### src/rtl/lvds_ser_pkg.sv
package lvds_ser_pkg;

    localparam int SLOTS   = 7;
    localparam int LANES   = 4;
    localparam int COLOR_W = 8;
    localparam int CNT_W   = $clog2(SLOTS);
    localparam int SUB_W   = 6;

    // bit s holds the clock lane level in slot s
    localparam logic [SLOTS-1:0] CLK_LANE_PATTERN = 7'b1100011;

    typedef enum logic [1:0] {
        MAP_NARROW18   = 2'b00,
        MAP_WIDE_MSB   = 2'b01,
        MAP_WIDE_EXT   = 2'b10,
        MAP_NARROW_ALT = 2'b11
    } map_e;

    typedef struct packed {
        logic [COLOR_W-1:0] red;
        logic [COLOR_W-1:0] green;
        logic [COLOR_W-1:0] blue;
        logic               hsync;
        logic               vsync;
        logic               de;
    } pixel_t;

    typedef logic [SLOTS-1:0]            lane_word_t;
    typedef lane_word_t [LANES-1:0]      lane_bundle_t;

    typedef struct packed {
        logic [SUB_W-1:0] r;
        logic [SUB_W-1:0] g;
        logic [SUB_W-1:0] b;
    } sub_color_t;

    function automatic logic map_is_narrow(map_e m);
        return (m == MAP_NARROW18) || (m == MAP_NARROW_ALT);
    endfunction

    // bit index of a lane word equals the slot number
    function automatic lane_word_t base_lane0(sub_color_t c);
        return {c.r[0], c.r[1], c.r[2], c.r[3], c.r[4], c.r[5], c.g[0]};
    endfunction

    function automatic lane_word_t base_lane1(sub_color_t c);
        return {c.g[1], c.g[2], c.g[3], c.g[4], c.g[5], c.b[0], c.b[1]};
    endfunction

    function automatic lane_word_t base_lane2(sub_color_t c, pixel_t p);
        return {c.b[2], c.b[3], c.b[4], c.b[5], p.hsync, p.vsync, p.de};
    endfunction

endpackage

### src/rtl/ser_slot_counter.sv
module ser_slot_counter #(
    parameter int SLOTS = lvds_ser_pkg::SLOTS,
    localparam int CNT_W = $clog2(SLOTS)
) (
    input  logic             clk,
    input  logic             rst,
    output logic [CNT_W-1:0] slot,
    output logic             wrap
);
    localparam logic [CNT_W-1:0] LAST = CNT_W'(SLOTS - 1);

    logic [CNT_W-1:0] slot_q;

    always_ff @(posedge clk) begin
        if (rst) begin
            slot_q <= '0;
        end else if (slot_q == LAST) begin
            slot_q <= '0;
        end else begin
            slot_q <= slot_q + CNT_W'(1);
        end
    end

    assign slot = slot_q;
    assign wrap = (slot_q == LAST);

    AST_SLOT_RANGE: assert property (@(posedge clk) disable iff (rst)
        slot_q <= LAST);
    AST_SLOT_STEP: assert property (@(posedge clk) disable iff (rst)
        (slot_q != LAST) |=> (slot_q == $past(slot_q) + CNT_W'(1)));
    AST_SLOT_WRAP: assert property (@(posedge clk) disable iff (rst)
        (slot_q == LAST) |=> (slot_q == '0));

endmodule

### src/rtl/ser_pixel_shadow.sv
module ser_pixel_shadow
    import lvds_ser_pkg::*;
(
    input  logic   clk,
    input  logic   rst,
    input  logic   wrap,
    input  pixel_t pix_in,
    input  map_e   map_in,
    output pixel_t pix_q,
    output map_e   map_q,
    output logic   loaded
);
    pixel_t pix_r;
    map_e   map_r;
    logic   loaded_r;

    always_ff @(posedge clk) begin
        if (rst) begin
            pix_r    <= '0;
            map_r    <= MAP_NARROW18;
            loaded_r <= 1'b0;
        end else if (wrap) begin
            pix_r    <= pix_in;
            map_r    <= map_in;
            loaded_r <= 1'b1;
        end
    end

    assign pix_q  = pix_r;
    assign map_q  = map_r;
    assign loaded = loaded_r;

    AST_SHADOW_HOLD: assert property (@(posedge clk) disable iff (rst)
        !wrap |=> ($stable(pix_r) && $stable(map_r)));
    AST_LOAD_STICKY: assert property (@(posedge clk) disable iff (rst)
        loaded_r |=> loaded_r);

endmodule

### src/rtl/ser_lane_mapper.sv
module ser_lane_mapper
    import lvds_ser_pkg::*;
(
    input  pixel_t       pix,
    input  map_e         map,
    input  logic         loaded,
    output lane_bundle_t lanes
);
    sub_color_t   upper;
    sub_color_t   lower;
    sub_color_t   sel;
    lane_bundle_t raw;

    always_comb begin
        upper.r = pix.red[COLOR_W-1 -: SUB_W];
        upper.g = pix.green[COLOR_W-1 -: SUB_W];
        upper.b = pix.blue[COLOR_W-1 -: SUB_W];
        lower.r = pix.red[SUB_W-1:0];
        lower.g = pix.green[SUB_W-1:0];
        lower.b = pix.blue[SUB_W-1:0];
        sel     = (map == MAP_WIDE_EXT) ? lower : upper;
    end

    always_comb begin
        raw[0] = base_lane0(sel);
        raw[1] = base_lane1(sel);
        raw[2] = base_lane2(sel, pix);
        unique case (map)
            MAP_WIDE_MSB:
                raw[3] = {pix.red[0], pix.red[1], pix.green[0], pix.green[1],
                          pix.blue[0], pix.blue[1], 1'b0};
            MAP_WIDE_EXT:
                raw[3] = {pix.red[6], pix.red[7], pix.green[6], pix.green[7],
                          pix.blue[6], pix.blue[7], 1'b0};
            default:
                raw[3] = '0;
        endcase
    end

    assign lanes = loaded ? raw : '0;

    always_comb begin
        assert (map_is_narrow(map) -> (lanes[3] == '0));
        assert (lanes[3][0] == 1'b0);
    end

endmodule

### src/rtl/ser_lane_driver.sv
module ser_lane_driver
    import lvds_ser_pkg::*;
#(
    parameter int NLANES = LANES,
    parameter int NSLOTS = SLOTS,
    localparam int SW = $clog2(NSLOTS)
) (
    input  logic                          clk,
    input  logic                          rst,
    input  logic [SW-1:0]                 slot,
    input  logic [NLANES-1:0][NSLOTS-1:0] lanes,
    input  logic [NSLOTS-1:0]             clk_pattern,
    output logic [NLANES-1:0]             lane_dat,
    output logic                          lane_clk
);
    logic [NLANES-1:0] next_bits;
    logic [NLANES-1:0] dat_q;
    logic              clk_q;

    for (genvar i = 0; i < NLANES; i++) begin : g_lane
        assign next_bits[i] = lanes[i][slot];
    end

    always_ff @(posedge clk) begin
        if (rst) begin
            dat_q <= '0;
            clk_q <= 1'b0;
        end else begin
            dat_q <= next_bits;
            clk_q <= clk_pattern[slot];
        end
    end

    assign lane_dat = dat_q;
    assign lane_clk = clk_q;

    AST_CLK_LOW_RUN: assert property (@(posedge clk) disable iff (rst)
        ($fell(clk_q) && !$past(rst)) |=> !clk_q);
    AST_CLK_HIGH_ROSE: assert property (@(posedge clk) disable iff (rst)
        ($rose(clk_q) && !$past(rst) && !$past(rst, 2)) |=> clk_q);

endmodule

### src/rtl/lvds_pixel_serializer.sv
module lvds_pixel_serializer
    import lvds_ser_pkg::*;
(
    input  logic               clk,
    input  logic               rst,
    input  logic [COLOR_W-1:0] pix_red,
    input  logic [COLOR_W-1:0] pix_green,
    input  logic [COLOR_W-1:0] pix_blue,
    input  logic               pix_hsync,
    input  logic               pix_vsync,
    input  logic               pix_de,
    input  logic [1:0]         map_sel,
    output logic [LANES-1:0]   lane_dat,
    output logic               lane_clk
);
    logic [CNT_W-1:0] slot;
    logic             wrap;
    pixel_t           pix_in;
    pixel_t           pix_q;
    map_e             map_q;
    logic             loaded;
    lane_bundle_t     lanes;

    always_comb begin
        pix_in.red   = pix_red;
        pix_in.green = pix_green;
        pix_in.blue  = pix_blue;
        pix_in.hsync = pix_hsync;
        pix_in.vsync = pix_vsync;
        pix_in.de    = pix_de;
    end

    ser_slot_counter #(.SLOTS(SLOTS)) u_cnt (
        .clk  (clk),
        .rst  (rst),
        .slot (slot),
        .wrap (wrap)
    );

    ser_pixel_shadow u_shadow (
        .clk    (clk),
        .rst    (rst),
        .wrap   (wrap),
        .pix_in (pix_in),
        .map_in (map_e'(map_sel)),
        .pix_q  (pix_q),
        .map_q  (map_q),
        .loaded (loaded)
    );

    ser_lane_mapper u_map (
        .pix    (pix_q),
        .map    (map_q),
        .loaded (loaded),
        .lanes  (lanes)
    );

    ser_lane_driver #(.NLANES(LANES), .NSLOTS(SLOTS)) u_drv (
        .clk         (clk),
        .rst         (rst),
        .slot        (slot),
        .lanes       (lanes),
        .clk_pattern (CLK_LANE_PATTERN),
        .lane_dat    (lane_dat),
        .lane_clk    (lane_clk)
    );

    AST_EMPTY_BEFORE_LOAD: assert property (@(posedge clk) disable iff (rst)
        !loaded |=> (lane_dat == '0));
    AST_LANE3_IDLE: assert property (@(posedge clk) disable iff (rst)
        map_is_narrow(map_q) |=> (lane_dat[3] == 1'b0));
    AST_CTL3_ZERO: assert property (@(posedge clk) disable iff (rst)
        (slot == '0) |=> (lane_dat[3] == 1'b0));
    AST_CLK_SLOT0_HIGH: assert property (@(posedge clk) disable iff (rst)
        (slot == '0) |=> lane_clk);

endmodule

### config.mk
export PLATFORM = sky130hd
export DESIGN_NAME = lvds_pixel_serializer
export DESIGN_NICKNAME = d
export VERILOG_FILES = /design/src/rtl/lvds_ser_pkg.sv /design/src/rtl/ser_slot_counter.sv /design/src/rtl/ser_pixel_shadow.sv /design/src/rtl/ser_lane_mapper.sv /design/src/rtl/ser_lane_driver.sv /design/src/rtl/lvds_pixel_serializer.sv
export SDC_FILE = /design/constraint.sdc
export NUM_CORES = 1
export LEC_CHECK = 0
export ABC_AREA = 1
export CAP_MARGIN = 20
export CORE_MARGIN = 3
export CORE_UTILIZATION = 55
export CTS_CLUSTER_SIZE = 12
export DETAILED_ROUTE_END_ITERATION = 6
export PLACE_DENSITY = 0.83
export SKIP_CTS_REPAIR_TIMING = 1
export SYNTH_ARGS = -nofsm -noshare
export SYNTH_HDL_FRONTEND = slang
export SYNTH_HIERARCHICAL = 1
export SYNTH_SLANG_ARGS = --single-unit
### constraint.sdc
create_clock -name clk -period 1.8 [get_ports clk]
set_input_delay 0.54 -clock clk [delete_from_list [all_inputs] [get_ports clk]]
set_output_delay 0.54 -clock clk [all_outputs]
set_load 0.1 [all_outputs]
### Yosys cells after proc, flatten, opt, wreduce, memory -nomap -nowiden

Memory sizes are Yosys's and may differ from the RTL's. A register that Yosys moved wholly into a read port is not among the register bits.
Index checks and enable logic that the tools add are counted.

| storage, ports and cells | value |
|---|---|
| register bits after elaboration | 37 |
| memory bits (read-only) | 8 |
| memories | 1 |

| operators by class | value |
|---|---|
| order comparisons | 1 |
| reduce and logical (&&, ||, !) cells | 1 |
| muxes and demuxes | 11 |
| equal/unequal tests | 3 |
| $add $sub $neg | 1 |

Memory list:

| memory | depth | bits a word | read ports | clocked after memory_dff | write ports | line | RTL |
|---|---|---|---|---|---|---|---|
| (name not given) | 8 | 1 | 1 | 1 | 0 | ser_lane_driver.sv:30 | `clk_q <= clk_pattern[slot];` |

Operators with widths:

| cell | number |
|---|---|
| $mux W28 | 1 |
| $mux W18 | 1 |
| $pmux W7 S2 | 1 |
| $bmux W1 S3 | 4 |
| $lt A3 B4 Y1 const B | 1 |
| $mux W1 | 4 |
| $add A3 B1 Y3 const B | 1 |
| $eq A3 B3 Y1 const B | 1 |
| $eq A2 B1 Y1 const B | 1 |
| $eq A2 B2 Y1 const B | 1 |
| $reduce_or A2 Y1 | 1 |

### Logic depth before layout (Yosys ltp)

| logic depth | value |
|---|---|
| word-level depth | 5 |
| gate-level depth with buffers | 13 |
| gate-level depth less buffers | 11 |

### Hierarchy

Netlist, hierarchy kept.

Modules (own cells, without submodules):

| module | area an instance (um^2) | instances | cells an instance | sequential area each (um^2) |
|---|---|---|---|---|
| ser_pixel_shadow | 1237.4 | 1 | 188 | 600.6 |
| ser_lane_driver | 658.1 | 1 | 129 | 100.1 |
| ser_lane_mapper | 571.8 | 1 | 130 | 0.0 |
| ser_slot_counter | 138.9 | 1 | 18 | 60.1 |
| lvds_pixel_serializer | 7.5 | 1 | 2 | 0.0 |

### Least setup slack after synthesis

Ideal clock, no wire load.

| timing | value |
|---|---|
| kind | reg-to-output |
| start point | register u_drv.clk_q (netlist: u_drv/lane_clk) |
| end point | output lane_clk |
| cell stages (with the launch flop) | 1 |
| data required time | 1260 ps |
| slack | 351 ps |
| arrival | 909 ps |
| cell sequence | dfxtp_1 |

RTL lines:

| element | line | RTL |
|---|---|---|
| start: declaration | ser_lane_driver.sv:18 | `logic clk_q;` |
| end: declaration | lvds_pixel_serializer.sv:14 | `output logic lane_clk` |

No word-level cell between the ends.

==> results.ini <==
[floorplan]
die_h_um = 74.9
rows = 24
die_x_um = 74.9
initial_utilization_pct = 58.4
ioPinCount = 36
die_area_mm2 = 0.00562
core_mm2 = 0.00447

[drt]
final_antenna_net_count = 0
via_count = 2503
drt_iter0_markers = 123
wl_per_cell_um = 9.32
vias_per_cell = 4.54
drc_errors = 0
routed_wl_mm = 5.14
first_pass_iters = 5

[power]
internal_power_mw = 1.36
leakage_nw = 1.39
pwr-share-seq_pct = 47.0
switchingPower_uw = 553
power.total_mw = 1.91
powerDensity_mw_per_mm2 = 628
peakVddDrop_v = 0.000404
sw_frac_of_total_pct = 29.0
comb_power_share_pct = 21.8
power_frac_clock_pct = 31.2

[global_route]
grt_max_degree = 31
grt_usage_pct = 20.2
grt-ovfl-total = 0
grt_pass1_wl_mm = 8.88
grt_pass1_vias = 2310
antenna_found_initial = 0

[sta]
rsz0062_at_grt = false
finalHoldViolCount = 0
fin_setup_tns_ns = 0
report.final.slew_viol_count = 0
period_share_pct = 87.2
period_needed_ns = 1.57
finClkSkew_ns = 0.00207
setup_violations = 0
fmax_ghz = 0.637

[clock_network]
htreeDepth = 2
cts_root_buffer = clkbuf_8
clkTransAtPathRegs_ns = 0.07
clkSinkCount = 38
cts_buffers = 5
cts_tree = done
clock_path_buffers = 2
clk_latency_ns = 0.28

[logic_synthesis]
synthTopCellsByCount = nand2_1, nor2_1, inv_1, dfxtp_1, nand3_1
seq_area_frac_synth_pct = 29.1
yosys.area_share.simple_pct = 44.3
synth_mux_area_share_pct = 0
synth_warnings = 6
synthXorXnorAreaFrac_pct = 0
synth_most_common_cell = nand2_1
synth_top_family_by_area = simple AND/OR/NAND/NOR gates
ys_ff_latch = 38
synth_cells = 467
ys_types = 18
synth_compound_area_share_pct = 1.15
ys_async_sr_fraction_pct = 0
synth_edf_count = 0
synth_top_cell_by_area = dfxtp_1
ys_top_cells_by_area = dfxtp_1, nand2_1, nor2_1
synthAdderAreaFrac_pct = 2.39
synth_top_area_share_pct = 29.1
syn-cell-area_mm2 = 0.00261
syn-mean-instance-area_um2 = 5.60
synth-main-ff-cell = dfxtp_1

[place]
io_buffers = 35
post-dp-hpwl_mm = 3.78
place.gp.congestion = 0.876

[critical_path]
endpoint_kind = flop
critPathLaunch = u_shadow/map_q[0]
crit_fanout = 6
crit_type = reg2reg
crit_arrival_ns = 1.80
required_ns = 2.03
timing.rr.start = u_shadow/map_q[0]
setup.worst_path.start_class = flop

[run_status]
status = finished clean

[finish]
fillers = 413
insertedDiodeCount = 0
area_growth_pct = 16.3
fin_nets = 534
drive_gt1_share_pct = 5.81

[flow_run]
maxCapViolCount = 0

[min_path]
min_from = u_shadow/pix_q[2]
hold_class = reg2reg

worst paths after layout:
check                      endpoint  slack (ns)  cells past startpoint
hold reg to reg   u_shadow/pix_q[2]        0.48                      2
setup / recovery  u_drv/lane_dat[3]        0.23                     11
hold / removal    u_shadow/pix_q[2]        0.48                      2
setup reg to reg  u_drv/lane_dat[3]        0.23                     11
flip-flops by register name, summed over array words and instances (netlist names):
signal / flops
u_drv/lane_clk: 1
u_shadow/loaded: 1
u_drv/lane_dat: 4
u_shadow/pix_q: 27
u_shadow/map_q: 2
u_cnt/slot: 3
final cells by class:
class / count / area (um2) / area share (%)
Clock inverter: 1 / 5.00 / 0.165
Multi-Input combinational cell: 313 / 1280 / 42.2
Sequential cell: 38 / 761 / 25.0
Clock buffer: 7 / 86.3 / 2.84
Inverter: 97 / 367 / 12.1
Tap cell: 52 / 65.1 / 2.14
Timing Repair Buffer: 43 / 473 / 15.6
layout by cell type (no fill, tap or decap):
cell type	instances
ha_2	1
conb_1	8
nor2_2	1
nand2_1	164
inv_4	1
a21oi_1	6
clkdlybuf4s50_1	30
nand3_2	5
nand3_1	15
inv_1	95
nor2_1	108
buf_12	6
buf_4	7
clkbuf_8	6
nand2_2	1
clkbuf_1	1
dfxtp_1	38
ha_1	4
clkinv_1	1
clkinv_2	1
power groups by stage:
stage | logic (mW) | registers, mW | clock network, mW
after floorplan | 0.209 | 0.988 | 0
after global placement | 0.407 | 0.918 | 0
after detailed placement | 0.415 | 0.919 | 0
after CTS | 0.417 | 0.899 | 0.612
after global routing | 0.463 | 0.901 | 0.646
final | 0.416 | 0.898 | 0.595
worst max-delay path, cell delays in order, from the launching register on:
cell	delay (ns)
dfxtp_1	0.36
inv_1	0.08
ha_1	0.29
inv_1	0.05
nand2_1	0.14
a21oi_1	0.22
nand3_2	0.09
nand2_1	0.07
inv_1	0.03
nand2_1	0.04
nand2_1	0.05
nor2_1	0.09
per-layer routing:
metal / vias up / global-route usage (%) / share of wire, %
met4: 0 / 7.31 / 1.1
met3: 6 / 4.81 / 4.4
li1: 1362 / - / -
met2: 46 / 38.2 / 51
met5: - / 0 / 0
met1: 1089 / 21.5 / 44
cells by family (layout without fill, tap and decap cells):
family	after synthesis	after routing
other cells	3	8
flops	38	38
compound gates	6	6
fa+ha+maj	5	5
simple gates	294	294
buf+inv	121	148
metrics by stage:
stage	util (%)	instances	instance area (um2)	setup slack [ns]	hold WS, ns
floorplan	-	472	2630	0.351	0.440
global placement	65.9	543	2950	0.193	0.459
detailed placement	65.9	543	2950	0.162	0.468
CTS	67.9	551	3040	0.135	0.478
global route	68.0	551	3040	0.0620	0.519
finish	68.0	551	3040	0.230	0.477
Power figures use the tool's default switching activity.
